===== src/rtl/pvic_pkg.sv =====
package pvic_pkg;

   typedef enum logic [1:0] {
      RA_EN   = 2'd0,
      RA_FLAG = 2'd1,
      RA_PIN  = 2'd2,
      RA_CTRL = 2'd3
   } reg_sel_e;

   localparam int unsigned CTRL_GIE  = 0;
   localparam int unsigned CTRL_NMIE = 1;
   localparam int unsigned VEC_NMI   = 2;
   localparam int unsigned VEC_FIRST = 3;

   function automatic int unsigned max2(input int unsigned a, input int unsigned b);
      return (a > b) ? a : b;
   endfunction

   function automatic int unsigned vec_byte_addr(input int unsigned vec);
      return 4 * (vec - 1);
   endfunction

endpackage


===== src/rtl/pvic_flag_bank.sv =====
module pvic_flag_bank #(
   parameter int unsigned N = 4
) (
   input  logic         clk,
   input  logic         rst_n,
   input  logic [N-1:0] set_i,
   input  logic [N-1:0] w1c_i,
   input  logic [N-1:0] ack_clr_i,
   output logic [N-1:0] flags_o
);

   generate
      for (genvar b = 0; b < int'(N); b++) begin : g_bit
         logic q;
         always_ff @(posedge clk) begin
            if (!rst_n)         q <= 1'b0;
            else if (set_i[b])  q <= 1'b1;
            else if (w1c_i[b] || ack_clr_i[b]) q <= 1'b0;
         end
         assign flags_o[b] = q;
      end
   endgenerate

endmodule


===== src/rtl/pvic_prio_pick.sv =====
module pvic_prio_pick #(
   parameter int unsigned N     = 6,
   parameter int unsigned IDX_W = 3
) (
   input  logic [N-1:0]     req_i,
   output logic             valid_o,
   output logic [IDX_W-1:0] idx_o
);

   always_comb begin
      valid_o = 1'b0;
      idx_o   = '0;
      for (int i = int'(N) - 1; i >= 0; i--) begin
         if (req_i[i]) begin
            valid_o = 1'b1;
            idx_o   = IDX_W'(i);
         end
      end
   end

endmodule


===== src/rtl/pvic_seq.sv =====
module pvic_seq #(
   parameter int unsigned VEC_W  = 3,
   parameter int unsigned ADDR_W = 16
) (
   input  logic              clk,
   input  logic              rst_n,
   input  logic              cand_valid,
   input  logic [VEC_W-1:0]  cand_vec,
   input  logic              ack_eff,
   input  logic              reti,
   input  logic              instr_retire,
   input  logic              gie_wr,
   input  logic              gie_wdata,
   output logic              gie_o,
   output logic              irq_req,
   output logic [VEC_W-1:0]  irq_vec,
   output logic [ADDR_W-1:0] irq_addr
);

   logic guard_q, guard_d;
   logic gie_q;

   always_comb begin
      guard_d = guard_q;
      if (reti)              guard_d = 1'b1;
      else if (instr_retire) guard_d = 1'b0;
   end

   always_ff @(posedge clk) begin
      if (!rst_n) begin
         gie_q   <= 1'b0;
         guard_q <= 1'b0;
         irq_req <= 1'b0;
         irq_vec <= VEC_W'(pvic_pkg::VEC_NMI);
      end else begin
         guard_q <= guard_d;
         if (ack_eff)     gie_q <= 1'b0;
         else if (reti)   gie_q <= 1'b1;
         else if (gie_wr) gie_q <= gie_wdata;
         if (ack_eff) begin
            irq_req <= 1'b0;
         end else begin
            irq_req <= cand_valid && !guard_d;
            if (cand_valid && !guard_d) irq_vec <= cand_vec;
         end
      end
   end

   assign gie_o    = gie_q;
   assign irq_addr = ADDR_W'(pvic_pkg::vec_byte_addr(int'(irq_vec)));

endmodule


===== src/rtl/prio_vec_intc.sv =====
module prio_vec_intc #(
   parameter  int unsigned N_SRC    = 4,
   parameter  int unsigned GRP_PINS = 4,
   parameter  int unsigned ADDR_W   = 16,
   localparam int unsigned DW       = pvic_pkg::max2(N_SRC + 1, pvic_pkg::max2(GRP_PINS, 2)),
   localparam int unsigned VEC_W    = $clog2(N_SRC + 4)
) (
   input  logic                clk,
   input  logic                rst_n,
   input  logic [N_SRC-1:0]    src_evt,
   input  logic [GRP_PINS-1:0] pin_evt,
   input  logic                nmi_evt,
   input  logic                wr_en,
   input  logic [1:0]          wr_sel,
   input  logic [DW-1:0]       wr_data,
   input  logic [1:0]          rd_sel,
   output logic [DW-1:0]       rd_data,
   input  logic                irq_ack,
   input  logic                reti,
   input  logic                instr_retire,
   output logic                irq_req,
   output logic [VEC_W-1:0]    irq_vec,
   output logic [ADDR_W-1:0]   irq_addr
);
   import pvic_pkg::*;

   localparam int unsigned NSGL  = N_SRC + 1;
   localparam int unsigned NREQ  = N_SRC + 2;

   generate
      if (N_SRC < 1) begin : g_bad_nsrc
         $error("N_SRC must be at least 1");
      end
      if (GRP_PINS < 1) begin : g_bad_grp
         $error("GRP_PINS must be at least 1");
      end
      if (ADDR_W < VEC_W + 2) begin : g_bad_addr
         $error("ADDR_W too narrow for the vector addresses");
      end
   endgenerate

   logic [NSGL-1:0]     en_q;
   logic                nmie_q;
   logic                gie;
   logic [NSGL-1:0]     sgl_flags, sgl_w1c, sgl_ack_clr;
   logic [GRP_PINS-1:0] pin_flags, pin_w1c;
   logic [NREQ-1:0]     req_vec;
   logic                cand_valid;
   logic [VEC_W-1:0]    cand_idx, cand_vec;
   logic                ack_eff;

   assign ack_eff = irq_ack && irq_req;

   always_ff @(posedge clk) begin
      if (!rst_n) begin
         en_q   <= '0;
         nmie_q <= 1'b0;
      end else if (wr_en) begin
         if (wr_sel == RA_EN)   en_q   <= wr_data[NSGL-1:0];
         if (wr_sel == RA_CTRL) nmie_q <= wr_data[CTRL_NMIE];
      end
   end

   assign sgl_w1c = (wr_en && wr_sel == RA_FLAG) ? wr_data[NSGL-1:0]     : '0;
   assign pin_w1c = (wr_en && wr_sel == RA_PIN)  ? wr_data[GRP_PINS-1:0] : '0;

   generate
      for (genvar i = 0; i < int'(NSGL); i++) begin : g_ackclr
         assign sgl_ack_clr[i] = ack_eff && (irq_vec == VEC_W'(i + VEC_NMI));
      end
   endgenerate

   pvic_flag_bank #(.N(NSGL)) i_sgl_flags (
      .clk       (clk),
      .rst_n     (rst_n),
      .set_i     ({src_evt, nmi_evt}),
      .w1c_i     (sgl_w1c),
      .ack_clr_i (sgl_ack_clr),
      .flags_o   (sgl_flags)
   );

   pvic_flag_bank #(.N(GRP_PINS)) i_pin_flags (
      .clk       (clk),
      .rst_n     (rst_n),
      .set_i     (pin_evt),
      .w1c_i     (pin_w1c),
      .ack_clr_i ('0),
      .flags_o   (pin_flags)
   );

   assign req_vec[0] = sgl_flags[0] && nmie_q;
   generate
      for (genvar i = 0; i < int'(N_SRC); i++) begin : g_mreq
         assign req_vec[i+1] = sgl_flags[i+1] && en_q[i] && gie;
      end
   endgenerate
   assign req_vec[NREQ-1] = (|pin_flags) && en_q[N_SRC] && gie;

   pvic_prio_pick #(.N(NREQ), .IDX_W(VEC_W)) i_pick (
      .req_i   (req_vec),
      .valid_o (cand_valid),
      .idx_o   (cand_idx)
   );

   assign cand_vec = cand_idx + VEC_W'(VEC_NMI);

   pvic_seq #(.VEC_W(VEC_W), .ADDR_W(ADDR_W)) i_seq (
      .clk          (clk),
      .rst_n        (rst_n),
      .cand_valid   (cand_valid),
      .cand_vec     (cand_vec),
      .ack_eff      (ack_eff),
      .reti         (reti),
      .instr_retire (instr_retire),
      .gie_wr       (wr_en && wr_sel == RA_CTRL),
      .gie_wdata    (wr_data[CTRL_GIE]),
      .gie_o        (gie),
      .irq_req      (irq_req),
      .irq_vec      (irq_vec),
      .irq_addr     (irq_addr)
   );

   always_comb begin
      rd_data = '0;
      case (rd_sel)
         RA_EN:   rd_data = DW'(en_q);
         RA_FLAG: rd_data = DW'(sgl_flags);
         RA_PIN:  rd_data = DW'(pin_flags);
         default: begin
            rd_data[CTRL_GIE]  = gie;
            rd_data[CTRL_NMIE] = nmie_q;
         end
      endcase
   end

endmodule


===== config.mk =====
export PLATFORM = sky130hd
export DESIGN_NAME = prio_vec_intc
export DESIGN_NICKNAME = d
export VERILOG_FILES = /design/src/rtl/pvic_pkg.sv /design/src/rtl/pvic_flag_bank.sv /design/src/rtl/pvic_prio_pick.sv /design/src/rtl/pvic_seq.sv /design/src/rtl/prio_vec_intc.sv
export SDC_FILE = /design/constraint.sdc
export NUM_CORES = 1
export LEC_CHECK = 0
export ABC_AREA = 1
export BUFFER_PORTS_ARGS = -buffer_cell sky130_fd_sc_hd__buf_2
export CAP_MARGIN = 25
export CELL_PAD_IN_SITES_DETAIL_PLACEMENT = 1
export CELL_PAD_IN_SITES_GLOBAL_PLACEMENT = 2
export CORE_MARGIN = 10
export CORE_UTILIZATION = 26
export DETAILED_ROUTE_END_ITERATION = 7
export GPL_TIMING_DRIVEN = 1
export PLACE_DENSITY = 0.78
export SETUP_SLACK_MARGIN = 0.4
export SYNTH_ARGS = -nofsm -noshare
export SYNTH_HDL_FRONTEND = slang
export SYNTH_HIERARCHICAL = 1
export SYNTH_SLANG_ARGS = --single-unit

===== constraint.sdc =====
create_clock -name clk -period 1.8 [get_ports clk]
set_input_delay 0.18 -clock clk [delete_from_list [all_inputs] [get_ports clk]]
set_output_delay 0.18 -clock clk [all_outputs]
set_load 0.02 [all_outputs]

; Yosys cells after proc, flatten, opt, wreduce, memory -nomap -nowiden
; Cells that the tools add are included.
[totals]
ram_bits = 0
wordCells = 111
out_inout_bits = 25
rom_bits = 0
in_bits = 24
latchBits = 0
memories = 0
regBits = 21
[classes]
n_lt_le_gt_ge = 0
shift = 0
addsub = 2
bitwise_logic = 2
reduce_logical = 44
muxes = 38
n_div = 0
mul = 0
eq_ne = 10
[op_table]
columns = op, count
row1 = 1-bit 2-to-1 mux, 28
row2 = 1-bit logical AND, 21
row3 = 2-bit nonzero test, 10
row4 = 3-bit 2-to-1 mux, 6
row5 = "3-bit equality test, second input constant", 3
row6 = 3-bit one-hot mux with 3 select lines, 1
row7 = "2-bit equality test, second input constant", 3
row8 = "3-bit by 2-bit equality test with 1-bit output, second input constant", 2
row9 = 2-bit one-hot mux with 3 select lines, 1
row10 = 2-bit AND reduction, 3
row11 = 1-bit logical OR, 5
row12 = 5-bit 2-to-1 mux, 1
row13 = "2-bit by 1-bit equality test with 1-bit output, second input constant", 2
row14 = 2-bit zero test, 2
row15 = 4-bit 2-to-1 mux, 1
row16 = 4-bit OR reduction, 1
row17 = "3-bit by 1-bit subtractor with 4-bit output, second input constant", 1
row18 = "3-bit by 2-bit adder with 3-bit output, second input constant", 1
row19 = 1-bit NOT, 2
row20 = 2-bit OR reduction, 1
row21 = 1-bit zero test, 1

; Logic depth before layout (Yosys ltp)
; Gate-level depths: netlist (run 1).
[logic_depth]
word_depth = 11
mapped_depth = 12
mapped_depth_nobuf = 11

; Cells and area by module
; Netlist (run 1), hierarchy kept.
[modules_own_cells]
columns = module, cells_per_inst, area_per_inst_um2, n_inst, seq_area_each_um2
row1 = prio_vec_intc, 109, 566.8, 1, 120.1
row2 = pvic_seq, 56, 391.6, 1, 120.1
row3 = pvic_flag_bank at i_sgl_flags, 36, 291.5, 1, 100.1
row4 = pvic_flag_bank at i_pin_flags, 29, 234.0, 1, 80.1
row5 = pvic_prio_pick, 15, 72.6, 1, 0.0

; Worst setup path after synthesis (run 1)
; Ideal clock, no wire load.
[synth_path]
kind = reg2out
from = reg i_seq.irq_vec[1]
to = out irq_addr[10]
path_slack_ps = -120
n_path_buf = 1
t_required_ps = 1620
stages_incl_launch_ff = 3
arrival_time_ps = 1740
cell_sequence = dfxtp_1 -> nor3_1 -> buf_4
[synth_between]
elab_chain_cells = 1
[synth_lines]
columns = item, line_no
row1 = "start, declared", pvic_seq.sv:16  ; output logic [VEC_W-1:0] irq_vec,
row2 = "start signal, assigned", pvic_seq.sv:34  ; irq_vec <= VEC_W'(pvic_pkg::VEC_NMI);
row3 = "start signal, assigned", pvic_seq.sv:44  ; if (cand_valid && !guard_d) irq_vec <= cand_vec;
row4 = 3-bit by 1-bit subtractor with 4-bit output, pvic_pkg.sv:20  ; return 4 * (vec - 1);
row5 = "end, declared", prio_vec_intc.sv:23  ; output logic [ADDR_W-1:0] irq_addr
; Every way passes these cells.

; Worst setup path after layout (run 1)
[layout_path]
from = reg i_seq.irq_vec[0]
to = out irq_addr[6]
; Same word-level chain as after synthesis.

==> flow_summary.toml, run 1 <==
[run_status]
outcome = "finished, final reports clean"

[cells_and_area]
nFillCells = 767
num_antenna_cells = 0
final-seq-area_um2 = 454.2
final_cell_area_um2 = 2004
multiInputGateArea_um2 = 867.1
final_cells = 360
finalNetCount = 311
areaGrowthSynthToFinish_pct = 28.78
layout-drive-gt1-share_pct = 42.81

[setup_path]
max_stage_delay_ps = 370
cpLargestDelayFamily = "flip-flops"
crit_arrival_ps = 1210
required_ps = 1620
worst-path-buf-inv = 2
critPathLaunchType = "flop"
crit_type = "reg2out"
cp-end-kind = "output port"
path_max_fanout = 5
cp_slowest_cell = "dfxtp_4"
path_cells = "buf_4 > nor3_4 > buf_2"

[grt]
grt_use_total_pct = 9.032
grt_first_pass_wirelength_um = 7355
antenna_found_initial = 0
grt_max_degree = 14
gr-total-overflow = 0
grt_pass1_vias = 1569

[detailed_routing]
vias = 1475
post_drt_wl_per_cell_um = 12.46
wl_um = 4487
drt-vias-per-instance = 4.097
drt_iter0_drc = 35
postRouteAntennaNets = 0
dr.pass1.iters = 7
drc = 0

[pwr]
peakVddDrop_mv = 0.2608
p_leak_nw = 0.9731
p_per_area_nw_per_um2 = 569.2

[sta]
rsz0062_at_grt = "yes"
max_freq_mhz = 719.7
fin_crit_ps = 1390
tns_ps = 0
fin_crit_sh_pct = 77.20
finalSetupViolCount = 0
skew_ps = 2.595
hold_viol_final = 0
slew_violations = 0
setup_ws_ps = 410.5

[clock_network]
cts.sinks = 21
clkTransAtPathRegs_ps = 80
clockBufferDepth = 2
cts_tree = "yes"
h-tree-depth = 1
cts-root-buf = "clkbuf_8"
clock_latency_ps = 260
cts_made_buffers = 3

[floorplan]
io_pins = 49
fp-row-count = 28
start_util_pct = 26.60
dieHeight_um = 97.37
core_area_um2 = 5851
die_area_um2 = 9481
die_w_um = 97.37

[place]
hpwl_um = 3726
gp_congestion = 0.8036
port_buffers = 46
place_area_um2 = 1743
placed_cells = 348
post-place-ws_ps = 261.7

[synthesis]
synth.distinct_cells = 21
synthCells = 245
syn_area_um2 = 1556
synth-seq-cells = 21
syn_area_per_cell_um2 = 6.353
synth-seq-area-share_pct = 27.01
synth-warning-count = 6

[run]
cap_viol_max_count = 0

[hold_path]
hold_class = "in2reg"
-- cells by family (layout without fill, tap and decap cells) --
logic type	after synthesis	after routing	synth area share [%]
other	2	6	0.4825
XOR/XNOR	2	2	1.126
buffers and inverters	83	118	25.64
adder cells (fa/ha/maj)	1	1	0.8037
AO/OA/AOI/OAI	19	19	8.280
AND/OR/NAND/NOR	117	118	36.66
flip-flops	21	21	27.01
-- worst min-delay path: stages --
cell and delay (ps):
buf_2 90, inv_1 50, a21oi_2 50
-- layer usage --
layer  wire [um]  up-vias  GRT usage, %
met2        2151       22         15.74
met3         170        4         1.067
met1        2116      655         11.21
met4          48        0         2.685
li1            -      794             -
met5           0        -             0
-- cell usage in the layout (no fill, tap or decap) --
cell / count
nor2_4: 6
nand2_2: 3
nor3_1: 2
inv_1: 53
nand3_2: 10
or2_1: 1
conb_1: 6
inv_6: 1
dfxtp_2: 12
clkbuf_1: 1
nor2_2: 6
clkbuf_8: 3
xor2_1: 1
nand2_1: 34
inv_2: 6
a21oi_4: 1
a21oi_1: 9
dfxtp_1: 4
xor2_2: 1
buf_6: 1
buf_4: 15
nor2_1: 28
nor3_4: 3
a21oi_2: 9
nand4_1: 5
dfxtp_4: 5
ha_4: 1
buf_2: 38
or2_2: 1
nand3_1: 19
-- layout make-up --
| type | count | share of cell area, % |
|---|---|---|
| well taps | 75 | 4.682 |
| flip-flops and latches | 21 | 22.66 |
| repair buffers | 54 | 15.67 |
| clock buffers | 4 | 2.247 |
| inverters | 60 | 11.49 |
| multi-input cells | 146 | 43.26 |
-- Yosys cell counts --
cell | instances | share of area [%]
conb_1 | 2 | 0.48
nand3_2 | 10 | 6.4
buf_6 | 1 | 0.72
inv_2 | 4 | 0.96
nor2_2 | 3 | 1.2
or2_2 | 1 | 0.40
nor3_1 | 4 | 1.3
nand3_1 | 19 | 6.1
nand4_1 | 5 | 2.0
nor2_4 | 2 | 1.4
nand2_1 | 37 | 8.9
buf_4 | 21 | 10
a21oi_1 | 10 | 3.2
dfxtp_1 | 21 | 27
or2_1 | 1 | 0.40
inv_1 | 56 | 14
xor2_1 | 2 | 1.1
nor2_1 | 35 | 8.4
ha_1 | 1 | 0.80
buf_2 | 1 | 0.32
a21oi_2 | 9 | 5.1
-- stage by stage --
stage / hold WS [ps] / utilization [%] / total power (W)
6_report: 144.8 / 34.26 / 0.001141
3_5_place_dp: 435.5 / 29.79 / 0.0007956
3_3_place_gp: 434.8 / 29.79 / 0.0007931
5_1_grt: 157.5 / 34.26 / 0.001215
2_1_floorplan: 264.1 / - / 0.0007308
4_1_cts: 154.9 / 31.29 / 0.001114
-- flip-flops by register name (all words and copies together) (netlist names) --
signal,flops
i_seq/gie_o,1
en_q,5
i_pin_flags/g_bit.q,4
i_seq/irq_req,1
i_seq/guard_q,1
i_sgl_flags/g_bit.q,5
i_seq/irq_vec,3
nmie_q,1
-- final timing paths --
check	endpoint	slack, ps	cells after the start	start
min	i_sgl_flags/g_bit[1].q	140	3	src_evt[0]
min reg2reg	i_pin_flags/g_bit[2].q	490	2	i_pin_flags/g_bit[2].q
max	irq_addr[6]	410	3	i_seq/irq_vec[0]
max reg2reg	i_seq/irq_vec[2]	450	9	i_sgl_flags/g_bit[1].q
-- repair_timing --
| item | CTS | global route |
|---|---|---|
| endpoints found under the setup margin | 16 | 17 |
| pin swaps | 1 | 7 |
| buffers inserted | 1 | 6 |
| gates resized for setup | 12 | 45 |
| gates cloned | 0 | 1 |
| hold buffers | 0 | 0 |
-- where the power goes --
part	switching [W]	internal, W
logic	0.000178	0.000115
clock network	0.000160	0.000158
registers	0.0000366	0.000494
No activity file was read; power rests on OpenSTA's default activity.
==> inputs of run 2 (changes only) <==
- CORE_UTILIZATION: 26 -> 23
- PLACE_DENSITY: 0.78 -> 0.73
- clock period: 1.8 -> 1.1 ns (I/O delays scaled with it)
==> flow_summary.toml, run 2 (synthesis gave the netlist of run 1 again) <==
[floorplan]
start_util_pct = 24.10
core_area_um2 = 6459
die_area_um2 = 10460
dieHeight_um = 102.3
fp-row-count = 29
io_pins = 49
die_w_um = 102.3

[sta]
setup_ws_ps = -219.9
slew_violations = 0
max_freq_mhz = 757.6
finalSetupViolCount = 22
hold_viol_final = 0
fin_crit_sh_pct = 120.0
fin_crit_ps = 1320
skew_ps = 2.303
rsz0062_at_grt = "yes"
tns_ps = -3430

[clock_network]
cts_tree = "yes"
clock_latency_ps = 260
clkTransAtPathRegs_ps = 80
clockBufferDepth = 2
cts-hold-fix-buffers = 0
cts_made_buffers = 3
cts.sinks = 21
h-tree-depth = 1
cts-root-buf = "clkbuf_8"

[setup_path]
crit_type = "reg2out"
cpMostUsedCell = "buf_6"
max_stage_delay_ps = 390
cp-end-kind = "output port"
path_max_fanout = 5
cpLargestDelayFamily = "flip-flops"
critPathLaunchType = "flop"
crit_arrival_ps = 1210
required_ps = 990
cp_slowest_cell = "dfxtp_4"
path_cells = "nor3_4 > buf_6 > buf_6"
worst-path-buf-inv = 2

[place]
port_buffers = 46
gp_congestion = 0.7615
post-place-ws_ps = -330.3
hpwl_um = 4254

[grt]
antenna_found_initial = 0
grt_pass1_vias = 1748
gr-total-overflow = 0
grt-busiest-layer = "met2"
grt_first_pass_wirelength_um = 8349
grt_max_degree = 12
grt_util_met3_pct = 2.024
grt_use_total_pct = 9.871
grtUsageMet2_pct = 16.20
grt_use_met1_pct = 12.51

[detailed_routing]
postRouteAntennaNets = 0
wl_um = 5232
drt-vias-per-instance = 4.193
vias = 1627
drt_iter0_drc = 28
post_drt_wl_per_cell_um = 13.48
drc = 0
dr.pass1.iters = 3

[cells_and_area]
num_antenna_cells = 0
layout-drive-gt1-share_pct = 63.02
layout_common_cells = "inv_1 (46), buf_6 (44), buf_2 (23)"
areaGrowthSynthToFinish_pct = 69.45
reg_top3 = "en_q x5, i_sgl_flags/g_bit.q x5, i_pin_flags/g_bit.q x4"
finalNetCount = 337
post-route-util_pct = 40.84
final_common_cell = "inv_1"

[run]
cap_viol_max_count = 0

[pwr]
p_per_area_nw_per_um2 = 806.9
peakVddDrop_mv = 0.4134
p_leak_nw = 1.210

[hold_path]
hold_class = "in2reg"

[run_status]
violations = "setup timing"
outcome = "finished with violations"
run 2: cell types whose count changed in the layout (fill, tap and decap cells not counted), sizes merged:
cell | before | now
buf | 54 | 80
run 2: final cells by class:
| cell class | instances | area, um2 |
|---|---|---|
| fillers | 810 | 3821 |
| multi-input cells | 146 | 1080 |
| repair buffers | 80 | 708.2 |
| flip-flops and latches | 21 | 460.4 |
| inverters | 60 | 247.7 |
| well taps | 77 | 96.34 |
| clock buffers | 4 | 45.04 |
run 2: routing by layer:
layer,vias up,share of wire [%]
met2,35,47
met4,0,1.2
li1,846,-
met5,-,0
met1,741,45
met3,5,5.9
run 2: what timing repair did:
item / 4_1_cts / 5_1_grt
pin swaps: 18 / 20
setup buffers: 5 / 8
resized for setup: 85 / 53
cloned: 1 / 0
setup endpoints to repair: 42 / 44
run 2: metrics by stage:
stage	hold slack [ps]	area, um2	std cells	total power (W)
finish	74.15	2638	388	0.002128
global route	68.79	2638	388	0.002255
CTS	73.55	2396	380	0.002075
detailed placement	358.9	2046	370	0.001416
global placement	357.2	2046	370	0.001407
floorplan	193.4	1787	249	0.001258
run 2: worst paths after layout:
path                            slack (ps)                endpoint  cells after the start        startpoint
worst max-delay path                  -220             irq_addr[7]                      3  i_seq/irq_vec[1]
worst min-delay path                    70  i_pin_flags/g_bit[3].q                      3        pin_evt[3]
worst max register to register        -210        i_seq/irq_vec[2]                     10       i_seq/gie_o
worst min register to register         530           i_seq/guard_q                      2     i_seq/guard_q
run 2: worst reg2reg max path: cells and delay by family, from the launching register on:
kind / cells / cell delay, ps
AND/OR/NAND/NOR: 7 / 590
flip-flops: 1 / 380
XOR/XNOR: 1 / 140
buffers and inverters: 2 / 130
run 2: where the power goes:
| part | switching, W | total [W] | internal [W] |
|---|---|---|---|
| Clock | 0.000270 | 0.000529 | 0.000258 |
| Sequential | 0.0000569 | 0.000863 | 0.000806 |
| Combinational | 0.000389 | 0.000736 | 0.000347 |
